<file path="src/rtl/ssp_pkg.sv">
package ssp_pkg;
  typedef enum logic [1:0] {
    DIR_IDLE = 2'd0,
    DIR_TX   = 2'd1,
    DIR_RX   = 2'd2
  } dir_e;
endpackage

</file>
<file path="src/rtl/ssp_timing.sv">
module ssp_timing #(
  parameter int DIV   = 12,
  parameter int HOLD  = 2,
  parameter int NBITS = 8,
  localparam int PH_W   = $clog2(DIV),
  localparam int BIT_W  = $clog2(NBITS),
  localparam int RISE_PH = DIV - HOLD,
  localparam int FALL_PH = RISE_PH - DIV / 2
) (
  input  logic            clk_i,
  input  logic            rst_ni,
  input  logic            start_i,
  input  logic            run_i,
  output logic [PH_W-1:0] phase_o,
  output logic            sample_o,
  output logic            shift_o,
  output logic            last_o,
  output logic            sclk_o
);
  logic [PH_W-1:0]  phase_q, phase_d;
  logic [BIT_W-1:0] bit_q, bit_d;
  logic             sclk_q, sclk_d, run_d;
  logic             slot_end;

  assign slot_end = run_i && (phase_q == PH_W'(DIV - 1));
  assign last_o   = slot_end && (bit_q == BIT_W'(NBITS - 1));
  assign shift_o  = slot_end && !last_o;
  assign sample_o = run_i && (phase_q == PH_W'(RISE_PH - 1));

  always_comb begin
    phase_d = phase_q;
    bit_d   = bit_q;
    if (start_i) begin
      phase_d = '0;
      bit_d   = '0;
    end else if (run_i) begin
      if (slot_end) begin
        phase_d = '0;
        bit_d   = bit_q + 1'b1;
      end else begin
        phase_d = phase_q + 1'b1;
      end
    end
    run_d  = start_i || (run_i && !last_o);
    // low window sits so the rise lands HOLD cycles before slot end
    sclk_d = !(run_d && (phase_d >= PH_W'(FALL_PH)) && (phase_d < PH_W'(RISE_PH)));
  end

  always_ff @(posedge clk_i or negedge rst_ni) begin
    if (!rst_ni) begin
      phase_q <= '0;
      bit_q   <= '0;
      sclk_q  <= 1'b1;
    end else begin
      phase_q <= phase_d;
      bit_q   <= bit_d;
      sclk_q  <= sclk_d;
    end
  end

  assign phase_o = phase_q;
  assign sclk_o  = sclk_q;

  AST_PHASE_RANGE: assert property (@(posedge clk_i) disable iff (!rst_ni)
    phase_q < PH_W'(DIV));
  AST_SAMPLE_AT_RISE: assert property (@(posedge clk_i) disable iff (!rst_ni)
    (sample_o && !start_i) |=> $rose(sclk_o));
endmodule

</file>
<file path="src/rtl/ssp_shifter.sv">
module ssp_shifter #(
  parameter int NBITS = 8
) (
  input  logic             clk_i,
  input  logic             rst_ni,
  input  logic             load_i,
  input  logic [NBITS-1:0] load_data_i,
  input  logic             tx_shift_i,
  input  logic             rx_sample_i,
  input  logic             sd_i,
  output logic [NBITS-1:0] data_o,
  output logic             lsb_o
);
  logic [NBITS-1:0] sr_q;

  always_ff @(posedge clk_i or negedge rst_ni) begin
    if (!rst_ni) begin
      sr_q <= '1;
    end else if (load_i) begin
      sr_q <= load_data_i;
    end else if (tx_shift_i) begin
      sr_q <= {1'b1, sr_q[NBITS-1:1]};
    end else if (rx_sample_i) begin
      sr_q <= {sd_i, sr_q[NBITS-1:1]};
    end
  end

  assign data_o = sr_q;
  assign lsb_o  = sr_q[0];
endmodule

</file>
<file path="src/rtl/ssp_ctrl.sv">
module ssp_ctrl
  import ssp_pkg::*;
#(
  parameter int NBITS = 8
) (
  input  logic             clk_i,
  input  logic             rst_ni,
  input  logic             tx_wr_i,
  input  logic             rx_en_i,
  input  logic             rx_start_i,
  input  logic             tx_done_clr_i,
  input  logic             rx_done_clr_i,
  input  logic             last_i,
  input  logic [NBITS-1:0] shift_data_i,
  output logic             start_o,
  output logic             start_tx_o,
  output dir_e             dir_o,
  output logic             tx_done_o,
  output logic             rx_done_o,
  output logic [NBITS-1:0] rx_data_o
);
  dir_e             dir_q;
  logic             tx_done_q, rx_done_q;
  logic [NBITS-1:0] rx_data_q;
  logic             idle, start_tx, start_rx;

  assign idle     = (dir_q == DIR_IDLE);
  assign start_tx = idle && tx_wr_i;
  assign start_rx = idle && !tx_wr_i && rx_en_i && rx_start_i && !rx_done_q;

  always_ff @(posedge clk_i or negedge rst_ni) begin
    if (!rst_ni) begin
      dir_q     <= DIR_IDLE;
      tx_done_q <= 1'b0;
      rx_done_q <= 1'b0;
      rx_data_q <= '0;
    end else begin
      if (start_tx)      dir_q <= DIR_TX;
      else if (start_rx) dir_q <= DIR_RX;
      else if (last_i)   dir_q <= DIR_IDLE;

      if (last_i && dir_q == DIR_TX) tx_done_q <= 1'b1;
      else if (tx_done_clr_i)        tx_done_q <= 1'b0;

      if (last_i && dir_q == DIR_RX) begin
        rx_done_q <= 1'b1;
        rx_data_q <= shift_data_i;
      end else if (rx_done_clr_i) begin
        rx_done_q <= 1'b0;
      end
    end
  end

  assign start_o    = start_tx || start_rx;
  assign start_tx_o = start_tx;
  assign dir_o      = dir_q;
  assign tx_done_o  = tx_done_q;
  assign rx_done_o  = rx_done_q;
  assign rx_data_o  = rx_data_q;

  AST_RX_BLOCKED: assert property (@(posedge clk_i) disable iff (!rst_ni)
    (idle && rx_done_q) |=> (dir_q != DIR_RX));
  AST_BUSY_IGNORES: assert property (@(posedge clk_i) disable iff (!rst_ni)
    (dir_q == DIR_TX && !last_i) |=> (dir_q == DIR_TX));
  AST_TX_FIRST: assert property (@(posedge clk_i) disable iff (!rst_ni)
    (idle && tx_wr_i) |=> (dir_q == DIR_TX));
  AST_TX_DONE_HOLD: assert property (@(posedge clk_i) disable iff (!rst_ni)
    (tx_done_q && !tx_done_clr_i) |=> tx_done_q);
endmodule

</file>
<file path="src/rtl/ssp_sync_serial.sv">
module ssp_sync_serial
  import ssp_pkg::*;
#(
  parameter int DIV   = 12,
  parameter int HOLD  = 2,
  parameter int NBITS = 8,
  localparam int PH_W = $clog2(DIV)
) (
  input  logic             clk_i,
  input  logic             rst_ni,
  input  logic             tx_wr_i,
  input  logic [NBITS-1:0] tx_data_i,
  input  logic             rx_en_i,
  input  logic             rx_start_i,
  input  logic             tx_done_clr_i,
  input  logic             rx_done_clr_i,
  input  logic             sd_i,
  output logic             sd_o,
  output logic             sd_oe_o,
  output logic             sclk_o,
  output logic             tx_done_o,
  output logic             rx_done_o,
  output logic [NBITS-1:0] rx_data_o
);
  dir_e             dir;
  logic             start, start_tx, run;
  logic             sample, shift, last;
  logic [PH_W-1:0]  phase;
  logic [NBITS-1:0] sr_data;
  logic             sr_lsb;

  assign run = (dir != DIR_IDLE);

  ssp_ctrl #(.NBITS(NBITS)) u_ctrl (
    .clk_i, .rst_ni, .tx_wr_i, .rx_en_i, .rx_start_i,
    .tx_done_clr_i, .rx_done_clr_i,
    .last_i       (last),
    .shift_data_i (sr_data),
    .start_o      (start),
    .start_tx_o   (start_tx),
    .dir_o        (dir),
    .tx_done_o, .rx_done_o, .rx_data_o
  );

  ssp_timing #(.DIV(DIV), .HOLD(HOLD), .NBITS(NBITS)) u_timing (
    .clk_i, .rst_ni,
    .start_i  (start),
    .run_i    (run),
    .phase_o  (phase),
    .sample_o (sample),
    .shift_o  (shift),
    .last_o   (last),
    .sclk_o
  );

  ssp_shifter #(.NBITS(NBITS)) u_shift (
    .clk_i, .rst_ni,
    .load_i      (start),
    .load_data_i (start_tx ? tx_data_i : {NBITS{1'b1}}),
    .tx_shift_i  (shift && dir == DIR_TX),
    .rx_sample_i (sample && dir == DIR_RX),
    .sd_i,
    .data_o      (sr_data),
    .lsb_o       (sr_lsb)
  );

  assign sd_oe_o = (dir == DIR_TX);
  assign sd_o    = sd_oe_o ? sr_lsb : 1'b1;

  AST_SCLK_IDLE_HIGH: assert property (@(posedge clk_i) disable iff (!rst_ni)
    (!run && !$past(run)) |-> sclk_o);
  AST_NO_DRIVE_IN_RX: assert property (@(posedge clk_i) disable iff (!rst_ni)
    (dir == DIR_RX) |-> !sd_oe_o);
  AST_TX_DATA_STABLE: assert property (@(posedge clk_i) disable iff (!rst_ni)
    (dir == DIR_TX && phase != PH_W'(DIV - 1)) |=> $stable(sd_o));
  AST_DONE_AT_END: assert property (@(posedge clk_i) disable iff (!rst_ni)
    $fell(sd_oe_o) |-> tx_done_o);
endmodule

</file>
<file path="config.mk">
export PLATFORM = sky130hd
export DESIGN_NAME = ssp_sync_serial
export DESIGN_NICKNAME = d
export VERILOG_FILES = /design/src/rtl/ssp_pkg.sv /design/src/rtl/ssp_timing.sv /design/src/rtl/ssp_shifter.sv /design/src/rtl/ssp_ctrl.sv /design/src/rtl/ssp_sync_serial.sv
export SDC_FILE = /design/constraint.sdc
export NUM_CORES = 1
export LEC_CHECK = 0
export BUFFER_PORTS_ARGS = -buffer_cell sky130_fd_sc_hd__buf_2
export CAP_MARGIN = 20
export CORE_MARGIN = 2
export CORE_UTILIZATION = 30
export DETAILED_ROUTE_END_ITERATION = 8
export PLACE_DENSITY_LB_ADDON = 0.1
export SLEW_MARGIN = 20
export SYNTH_ARGS = -nofsm -noshare
export SYNTH_HDL_FRONTEND = slang
export SYNTH_SLANG_ARGS = --single-unit
</file>
<file path="constraint.sdc">
create_clock -name clk_i -period 2.5 [get_ports clk_i]
set_input_delay 0.125 -clock clk_i [delete_from_list [all_inputs] [get_ports clk_i]]
set_output_delay 0.125 -clock clk_i [all_outputs]
set_load 0.02 [all_outputs]
</file>
* Yosys cells after proc, flatten, opt, wreduce, memory -nomap -nowiden *
Index checks and enable logic that the tools add are counted.

storage, ports and cells
  register bits after elaboration = 28
  input bits = 16
  output and inout port bits = 13
  logic and storage cells = 66

cells by class
  muxes and demuxes = 18
  $add $sub $neg = 2
  $lt $le $gt $ge = 2
  equal/unequal tests = 5
  reductions and logical operators = 31

operators with widths
  kind                                                                                 count
  8-bit two-way mux                                                                    4
  1-bit logical AND                                                                    16
  4-bit two-way mux                                                                    3
  2-bit nonzero test                                                                   5
  3-bit two-way mux                                                                    3
  4-bit equality test, second input constant                                           2
  2-bit two-way mux                                                                    3
  3-bit nonzero test                                                                   2
  1-bit two-way mux                                                                    5
  4-bit by 1-bit adder with 4-bit output, second input constant                        1
  4-bit by 3-bit greater-or-equal comparator with 1-bit output, second input constant  1
  1-bit zero test                                                                      4
  4-bit < comparator, second input constant                                            1
  3-bit by 1-bit adder with 3-bit output, second input constant                        1
  3-bit equality test, second input constant                                           1
  2-bit by 1-bit equality test with 1-bit output, second input constant                1
  2-bit equality test, second input constant                                           1
  2-bit zero test                                                                      1
  1-bit logical OR                                                                     2
  2-bit AND reduction                                                                  1

* Logic depth before layout (Yosys ltp) *
Gate-level depths: netlist of the first run.

  depth in word-level cells = 11
  mapped depth = 6
  mapped depth without buffers = 6

* By module *
A second synthesis of the first run with hierarchy kept.

unflattened totals
  cell total of the unflattened synthesis = 132
  area, all modules = 1554.0 sq um

by module, submodules not included
  module           area each (sq um)  cells each  instances  seq. area each (sq um)
  ssp_timing       511.7              46          1          201.4
  ssp_ctrl         488.0              33          1          300.3
  ssp_shifter      462.9              40          1          210.2
  ssp_sync_serial  91.3               13          1          0.0

* Worst setup path after synthesis of the first run *
No wires, ideal clock.

  kind = register -> register
  from = reg u_timing.phase_q[0] (netlist: u_timing.phase_o[0])
  to = reg u_shift.sr_q[0] (netlist: u_shift.data_o[0])
  required time = 2417 ps
  arrival = 1605 ps
  library setup time = 83 ps
  slack = 812 ps
  cell stages (with the launch flop) = 7
  path buffers = 1
  clock period less this slack = 1688 ps
  path through = dfrtp_1 > ha_1 > nand3b_1 > nor3_1 > or2_1 > buf_6 > a221o_1

on the way
  cells in the longest elaborated chain, start to end = 8
  elaborated cells on any way between the ends = 12
  classes of those cells = eq/ne: 2; mux: 2; reduce/logical: 8

RTL lines
  element                 line                   source
  from (decl)             ssp_timing.sv:20       logic [PH_W-1:0] phase_q, phase_d;
  from (signal assigned)  ssp_timing.sv:55       phase_q <= phase_d;
  4-bit equality test     ssp_timing.sv:25       assign slot_end = run_i && (phase_q == PH_W'(DIV - 1));
  1-bit logical AND       ssp_timing.sv:25
  1-bit logical AND       ssp_timing.sv:26       assign last_o = slot_end && (bit_q == BIT_W'(NBITS - 1));
  1-bit zero test         ssp_timing.sv:27       assign shift_o = slot_end && !last_o;
  1-bit logical AND       ssp_timing.sv:27
  1-bit logical AND       ssp_sync_serial.sv:60  .tx_shift_i (shift && dir == DIR_TX),
  8-bit two-way mux       ssp_shifter.sv:21      end else if (tx_shift_i) begin
  8-bit two-way mux       ssp_shifter.sv:19      end else if (load_i) begin
  to (signal assigned)    ssp_shifter.sv:20      sr_q <= load_data_i;
  to (signal assigned)    ssp_shifter.sv:22      sr_q <= {1'b1, sr_q[NBITS-1:1]};
  to (signal assigned)    ssp_shifter.sv:24      sr_q <= {sd_i, sr_q[NBITS-1:1]};
  to (decl)               ssp_shifter.sv:14      logic [NBITS-1:0] sr_q;

Several ways; a longest one is shown, not always the timed one.
A chain may end at the register's enable or synchronous reset.

* Worst setup path after layout of the first run *
  from = reg u_timing.phase_q[0] (netlist: u_timing.phase_o[0])
  to = reg u_shift.sr_q[3] (netlist: u_shift.data_o[3])

Same word-level chain as after synthesis.

==> results.sh, run 1 <==
export IMPL_vias=975
export IMPL_ys_seq_area_share_pct=52.5
export IMPL_async_reset_ff_share_pct=100
export IMPL_rsz0062_at_grt="no"
export IMPL_grt_overflow=0
export IMPL_cp_end_kind="flop"
export IMPL_worstHoldPathType="in -> reg"
export IMPL_p_comb_share_pct=32.4
export IMPL_drive_gt1_share_pct=38.2
export IMPL_tritoncts="yes"
export IMPL_reg2reg_depth=5
export IMPL_clock_tree_buffer_depth=2
export IMPL_r2r_slack_ps=630
export IMPL_outcome="finished clean"
export IMPL_yosys_top_cells_count="19 x dfrtp_1, 9 x dfstp_2, 8 x mux2_2, 8 x nor2_1, 8 x o21a_1"
export IMPL_r2r_start="u_timing.phase_o[0]"
export IMPL_synth_edf_count=0
export IMPL_ir_drop_mv=0.242
export IMPL_worst_setup_path_start_kind="flop"
export IMPL_worst_pin_slew_ps=625
export IMPL_cts_made_buffers=3
export IMPL_worstSkewPairLatency_ps=270
export IMPL_timing_rr_end="u_shift.data_o[3]"
export IMPL_worstPathArrival_ps=2090
export IMPL_dr_first_iter_drc_count=58
export IMPL_fin_ws_ps=627
export IMPL_slew_viol_final=0
export IMPL_grt_pass1_wl_um=4740
export IMPL_drt_wl_total_um=2860
export IMPL_yosys_warnings=0
export IMPL_drc=0
export IMPL_final_seq_area_sq_um=712
export IMPL_hold_path_end="u_ctrl.rx_done_o"
export IMPL_cap_viol_max_count=0
export IMPL_crit_chain="ha_1 -> nand3b_1 -> nor3_1 -> or2_1 -> a221o_1"
export IMPL_routedWlPerCell_um=14.6
export IMPL_rows=24
export IMPL_drtAntennaViolNets=0
export IMPL_cts_resized_gates=0
export IMPL_cts_num_sinks=28
export IMPL_fin_tns_setup_ps=0
export IMPL_die_h_um=71.2
export IMPL_critical_path_slowest_cell="dfrtp_1"
export IMPL_placed_cells=191
export IMPL_antenna_found_initial=0
export IMPL_die_w_um=71.2
export IMPL_num_nets_final=165
export IMPL_worst_endpoint_required_ps=2720
export IMPL_dp_hpwl_um=2120
export IMPL_start_util_pct=31.1
export IMPL_p_seq_share_pct=49.8
export IMPL_cp_max_fo=7
export IMPL_fillers=449
export IMPL_critical_path_class="reg -> reg"
export IMPL_hold_depth=2
export IMPL_synth_area_top_cells="dfrtp_1 35%, dfstp_2 17%, mux2_2 6.6%, a221o_1 5.2%, o21a_1 4.4%"
export IMPL_synth_ff_type="dfrtp_1"
export IMPL_startpoint="u_timing.phase_o[0]"
export IMPL_dieArea_sq_mm=0.00507
export IMPL_htreeDepth=1
export IMPL_max_stage_delay_ps=430
export IMPL_clk_pin_slew_ps=100
export IMPL_period_share_pct=74.9
export IMPL_p_per_area_mw_per_mm2=992
export IMPL_synth_top_area_share_pct=35.1
export IMPL_final_core_util_pct=36.9
export IMPL_grt_pass1_vias=954
export IMPL_setup_viol=0
export IMPL_synthCells=114
export IMPL_ys_seq_elements=28
export IMPL_final_hold_viol_count=0
export IMPL_pin_count=29
export IMPL_syn_mean_instance_area_sq_um=11.9
export IMPL_relSlewSlack_pct=58.3
export IMPL_min_period_ps=1870
export IMPL_switching_share_pct=34.2
export IMPL_port_buffers=28
export IMPL_clockPowerShare_pct=17.8
export IMPL_skew_ps=6.06
export IMPL_min_from="rx_done_clr_i"
export IMPL_place_congestion=0.781
export IMPL_yosysMostFrequentCell="dfrtp_1"
export IMPL_syn_area_sq_mm=0.00136
export IMPL_dp_slack_ps=607
export IMPL_yosys_area_top_type="dfrtp_1"
export IMPL_p_switching_mw=0.546
export IMPL_grt_max_degree=29
export IMPL_syn_nets=134
export IMPL_synth_cell_type_count=38
export IMPL_intPower_mw=1.05
export IMPL_clockRootBuffer="clkbuf_8"
export IMPL_leakagePower_nw=0.760
export IMPL_grt_total_usage_pct=12.1
export IMPL_instances_no_fill=196
export IMPL_fmax_ghz=0.534
export IMPL_vias_per_cell=4.97
export IMPL_core_sq_mm=0.00435
export IMPL_area_growth_synth_to_final_pct=18.7
export IMPL_dr_pass1_iters=4
export IMPL_multiInputGateArea_sq_um=599
export IMPL_n_antenna_cell=0
## how the worst max path moves through the flow
stage	end	slack [ps]	cells past startpoint
final	u_shift.data_o[3]	630	5
after global routing	u_shift.data_o[3]	400	5
after CTS	u_ctrl.rx_data_o[5]	600	4
after detailed placement	u_ctrl.rx_data_o[5]	610	4
after global placement	u_shift.data_o[6]	670	5
after floorplan	u_shift.data_o[0]	810	6
## sequential cells by signal, indices dropped and copies added (netlist names)
name,flops
u_ctrl.rx_data_o,8
u_shift.data_o,8
u_timing.phase_o,4
u_timing.bit_q,3
u_ctrl.dir_o,2
u_ctrl.rx_done_o,1
u_ctrl.tx_done_o,1
u_timing.sclk_o,1
## placed cells by master (no fill, tap or decap), drive strengths merged
cell / count
o211ai: 2
mux2: 8
inv: 5
ha: 4
clkbuf: 4
a21oi: 1
nor4b: 1
a31oi: 1
dfrtp: 19
o22ai: 2
and3b: 1
or2b: 1
dfstp: 9
a311oi: 1
a21o: 1
xor2: 2
mux2i: 2
a211oi: 2
nor2b: 1
and4b: 1
a22o: 2
buf: 29
or2: 3
o21a: 8
xnor2: 2
nand2b: 1
nand3b: 2
o2bb2ai: 1
a221o: 7
nor2: 10
nor3: 5
dlygate4sd3: 1
nand4: 1
and3: 1
nand2: 3
## timing repair
item / in CTS / in global routing
hold endpoints to repair: 19 / 0
buffers inserted: 0 / 0
hold buffers: 1 / 0
## power by group through the flow
stage / sequential (mW) / combinational (mW) / clock (mW)
2_1_floorplan: 0.759 / 0.417 / 0
3_3_place_gp: 0.797 / 0.510 / 0
3_5_place_dp: 0.799 / 0.519 / 0
4_1_cts: 0.792 / 0.524 / 0.289
5_1_grt: 0.822 / 0.584 / 0.310
6_report: 0.793 / 0.517 / 0.284
## kinds of logic after synthesis
group	after synthesis	synth area share, %
AND/OR/NAND/NOR	31	13.1
AO/OA/AOI/OAI	28	16.7
flip-flops	28	52.5
multiplexers	10	8.13
buffers and inverters	9	3.23
XOR/XNOR	4	2.59
adder cells (fa/ha/maj)	4	3.69
## per-stage QoR
step	area, sq um	total power, mW	hold WS, ps
CTS	1610	1.61	17.6
detailed placement	1540	1.32	183
global route	1610	1.72	15.5
global placement	1540	1.31	179
floorplan	1360	1.18	-171
finish	1610	1.59	24.5
## layer usage
layer  share of wire [%]  GRT usage [%]  wire length (um)  vias up
li1                    -              -                 -      482
met1                  53           19.0              1510      465
met2                  41           16.2              1160       26
met3                 6.0           2.85               172        2
met4                0.66           3.77                19        0
met5                   0              0                 0        -
## cell type report
| type | count | area share, % |
|---|---|---|
| clock buffer | 4 | 3.42 |
| timing repair buffer | 30 | 9.81 |
| multi-input combinational | 77 | 37.3 |
| tap | 52 | 4.05 |
| inverter | 5 | 1.17 |
| sequential | 28 | 44.3 |
## critical path, delay by kind of cell, from the launching register on
kind / cells / cell delay [ps]
compound gates: 1 / 210
fa+ha+maj: 1 / 280
flops: 1 / 430
simple gates: 3 / 900
No activity file was read; power rests on OpenSTA's default activity.
==> run 2: changes to the inputs <==
Clock period 2.5 ns to 1.9 ns, I/O delays scaled along.
==> results.sh, run 2 (synthesized netlist as in run 1, its figures left out) <==
export IMPL_cap_viol_max_count=0
export IMPL_cp_max_fo=7
export IMPL_switching_share_pct=32.8
export IMPL_drtAntennaViolNets=0
export IMPL_reg2reg_depth=5
export IMPL_setup_viol=0
export IMPL_worst_endpoint_required_ps=2110
export IMPL_critical_path_class="reg -> reg"
export IMPL_skew_ps=3.01
export IMPL_start_util_pct=31.1
export IMPL_antenna_found_initial=0
export IMPL_routedWlPerCell_um=14.2
export IMPL_startpoint="u_timing.phase_o[0]"
export IMPL_slew_viol_final=0
export IMPL_period_share_pct=91.9
export IMPL_fillers=424
export IMPL_relSlewSlack_pct=58.8
export IMPL_r2r_slack_ps=150
export IMPL_die_w_um=71.2
export IMPL_grt_max_degree=29
export IMPL_timing_rr_end="u_shift.data_o[2]"
export IMPL_dp_slack_ps=123
export IMPL_dr_pass1_iters=4
export IMPL_dr_first_iter_drc_count=20
export IMPL_multiInputGateArea_sq_um=604
export IMPL_final_hold_viol_count=0
export IMPL_rows=24
export IMPL_final_common_cell="buf_2"
export IMPL_max_stage_delay_ps=450
export IMPL_drt_wl_total_um=2880
export IMPL_area_growth_synth_to_final_pct=24.5
export IMPL_core_sq_mm=0.00435
export IMPL_clockRootBuffer="clkbuf_8"
export IMPL_cp_end_kind="flop"
export IMPL_htreeDepth=1
export IMPL_tritoncts="yes"
export IMPL_worstHoldPathType="in -> reg"
export IMPL_r2r_start="u_timing.phase_o[0]"
export IMPL_p_seq_share_pct=47.4
export IMPL_critPathCapture="u_shift.data_o[2]"
export IMPL_fin_tns_setup_ps=0
export IMPL_min_period_ps=1750
export IMPL_dp_hpwl_um=2090
export IMPL_p_switching_mw=0.730
export IMPL_worstSkewPairLatency_ps=280
export IMPL_port_buffers=28
export IMPL_num_nets_final=172
export IMPL_cts_num_sinks=28
export IMPL_n_antenna_cell=0
export IMPL_place_congestion=0.722
export IMPL_layout_common_cells="28 x buf_2, 19 x dfrtp_1, 9 x dfstp_2"
export IMPL_vias_per_cell=5.12
export IMPL_crit_chain="ha_1 -> nand3b_1 -> nor3_2 -> or2_1 -> a221o_1"
export IMPL_pin_count=29
export IMPL_grt_pass1_vias=990
export IMPL_ir_drop_mv=0.489
export IMPL_leakagePower_nw=0.802
export IMPL_grt_total_usage_pct=12.3
export IMPL_drive_gt1_share_pct=40.4
export IMPL_cts_made_buffers=3
export IMPL_fin_ws_ps=154
export IMPL_grt_overflow=0
export IMPL_p_comb_share_pct=31.4
export IMPL_rsz0062_at_grt="no"
export IMPL_vias=1040
export IMPL_intPower_mw=1.50
export IMPL_drc=0
export IMPL_place_area_sq_mm=0.00158
export IMPL_die_h_um=71.2
export IMPL_final_cell_area_sq_mm=0.00169
export IMPL_fmax_ghz=0.573
export IMPL_clk_pin_slew_ps=100
export IMPL_clockPowerShare_pct=21.2
export IMPL_p_per_area_mw_per_mm2=1320
export IMPL_dieArea_sq_mm=0.00507
export IMPL_cts_setup_buffers=0
export IMPL_final_seq_area_sq_um=712
export IMPL_worst_pin_slew_ps=618
export IMPL_worstPathArrival_ps=1960
export IMPL_grt_pass1_wl_um=4920
export IMPL_outcome="finished clean"
export IMPL_critical_path_slowest_cell="dfrtp_1"
export IMPL_clock_tree_buffer_depth=2
export IMPL_worst_setup_path_start_kind="flop"
-- run 2: changes by cell type in the layout (fill, tap and decap cells not counted) --
cell | previous run | this run
buf_4 | 1 | 6
dlygate4sd3_1 | 1 | 3
bufinv_16 | 0 | 1
clkbuf_8 | 4 | 3
nor3_1 | 4 | 3
nor3_2 | 1 | 2
-- run 2: routing by layer --
metal	global-route usage (%)	wire length (um)
met5	0	0
met1	19.1	1460
met3	2.71	153
met4	4.82	47
met2	16.5	1220
-- run 2: power groups by stage --
stage          logic [mW]  clock network (mW)  registers (mW)
3_5_place_dp        0.694                   0            1.06
6_report            0.698               0.472            1.06
5_1_grt             0.777               0.517            1.10
2_1_floorplan       0.548                   0           0.998
4_1_cts             0.704               0.487            1.05
3_3_place_gp        0.679                   0            1.06
-- run 2: cell type report --
cell class | count | share of cell area (%)
multi-input cells | 77 | 35.8
clock inverters | 1 | 1.78
clock buffers | 3 | 2.45
inverters | 5 | 1.11
flip-flops and latches | 28 | 42.2
repair buffers | 37 | 12.8
well taps | 52 | 3.86
-- run 2: how the worst min path moves through the flow --
| stage | cells past startpoint | start | end |
|---|---|---|---|
| 6_report | 3 | tx_data_i[7] | u_shift.data_o[7] |
| 5_1_grt | 3 | tx_data_i[4] | u_shift.data_o[4] |
| 4_1_cts | 3 | tx_data_i[7] | u_shift.data_o[7] |
| 3_5_place_dp | 1 | rst_ni | u_ctrl.dir_o[1] |
| 3_3_place_gp | 1 | rst_ni | u_ctrl.dir_o[1] |
| 2_1_floorplan | 0 | rst_ni | u_ctrl.dir_o[0] |
-- run 2: repair_timing --
action / CTS / global route
gates resized for setup: 0 / 1
hold buffers: 3 / 0
setup endpoints to repair: 0 / 7
hold endpoints to repair: 21 / 0
-- run 2: through the flow --
stage	instances	util, %	hold slack (ps)	power [mW]
3_3_place_gp	196	36.3	147	1.73
3_5_place_dp	196	36.3	159	1.76
2_1_floorplan	114	-	-201	1.55
6_report	203	38.7	105	2.23
5_1_grt	203	38.7	124	2.39
4_1_cts	203	38.6	103	2.25
-- run 2: critical path: cells and delay by family (launching register included) --
family / cells / cell delay [ps]
flip-flops: 1 / 450
adder cells (fa/ha/maj): 1 / 290
AND/OR/NAND/NOR: 3 / 560
AO/OA/AOI/OAI: 1 / 380
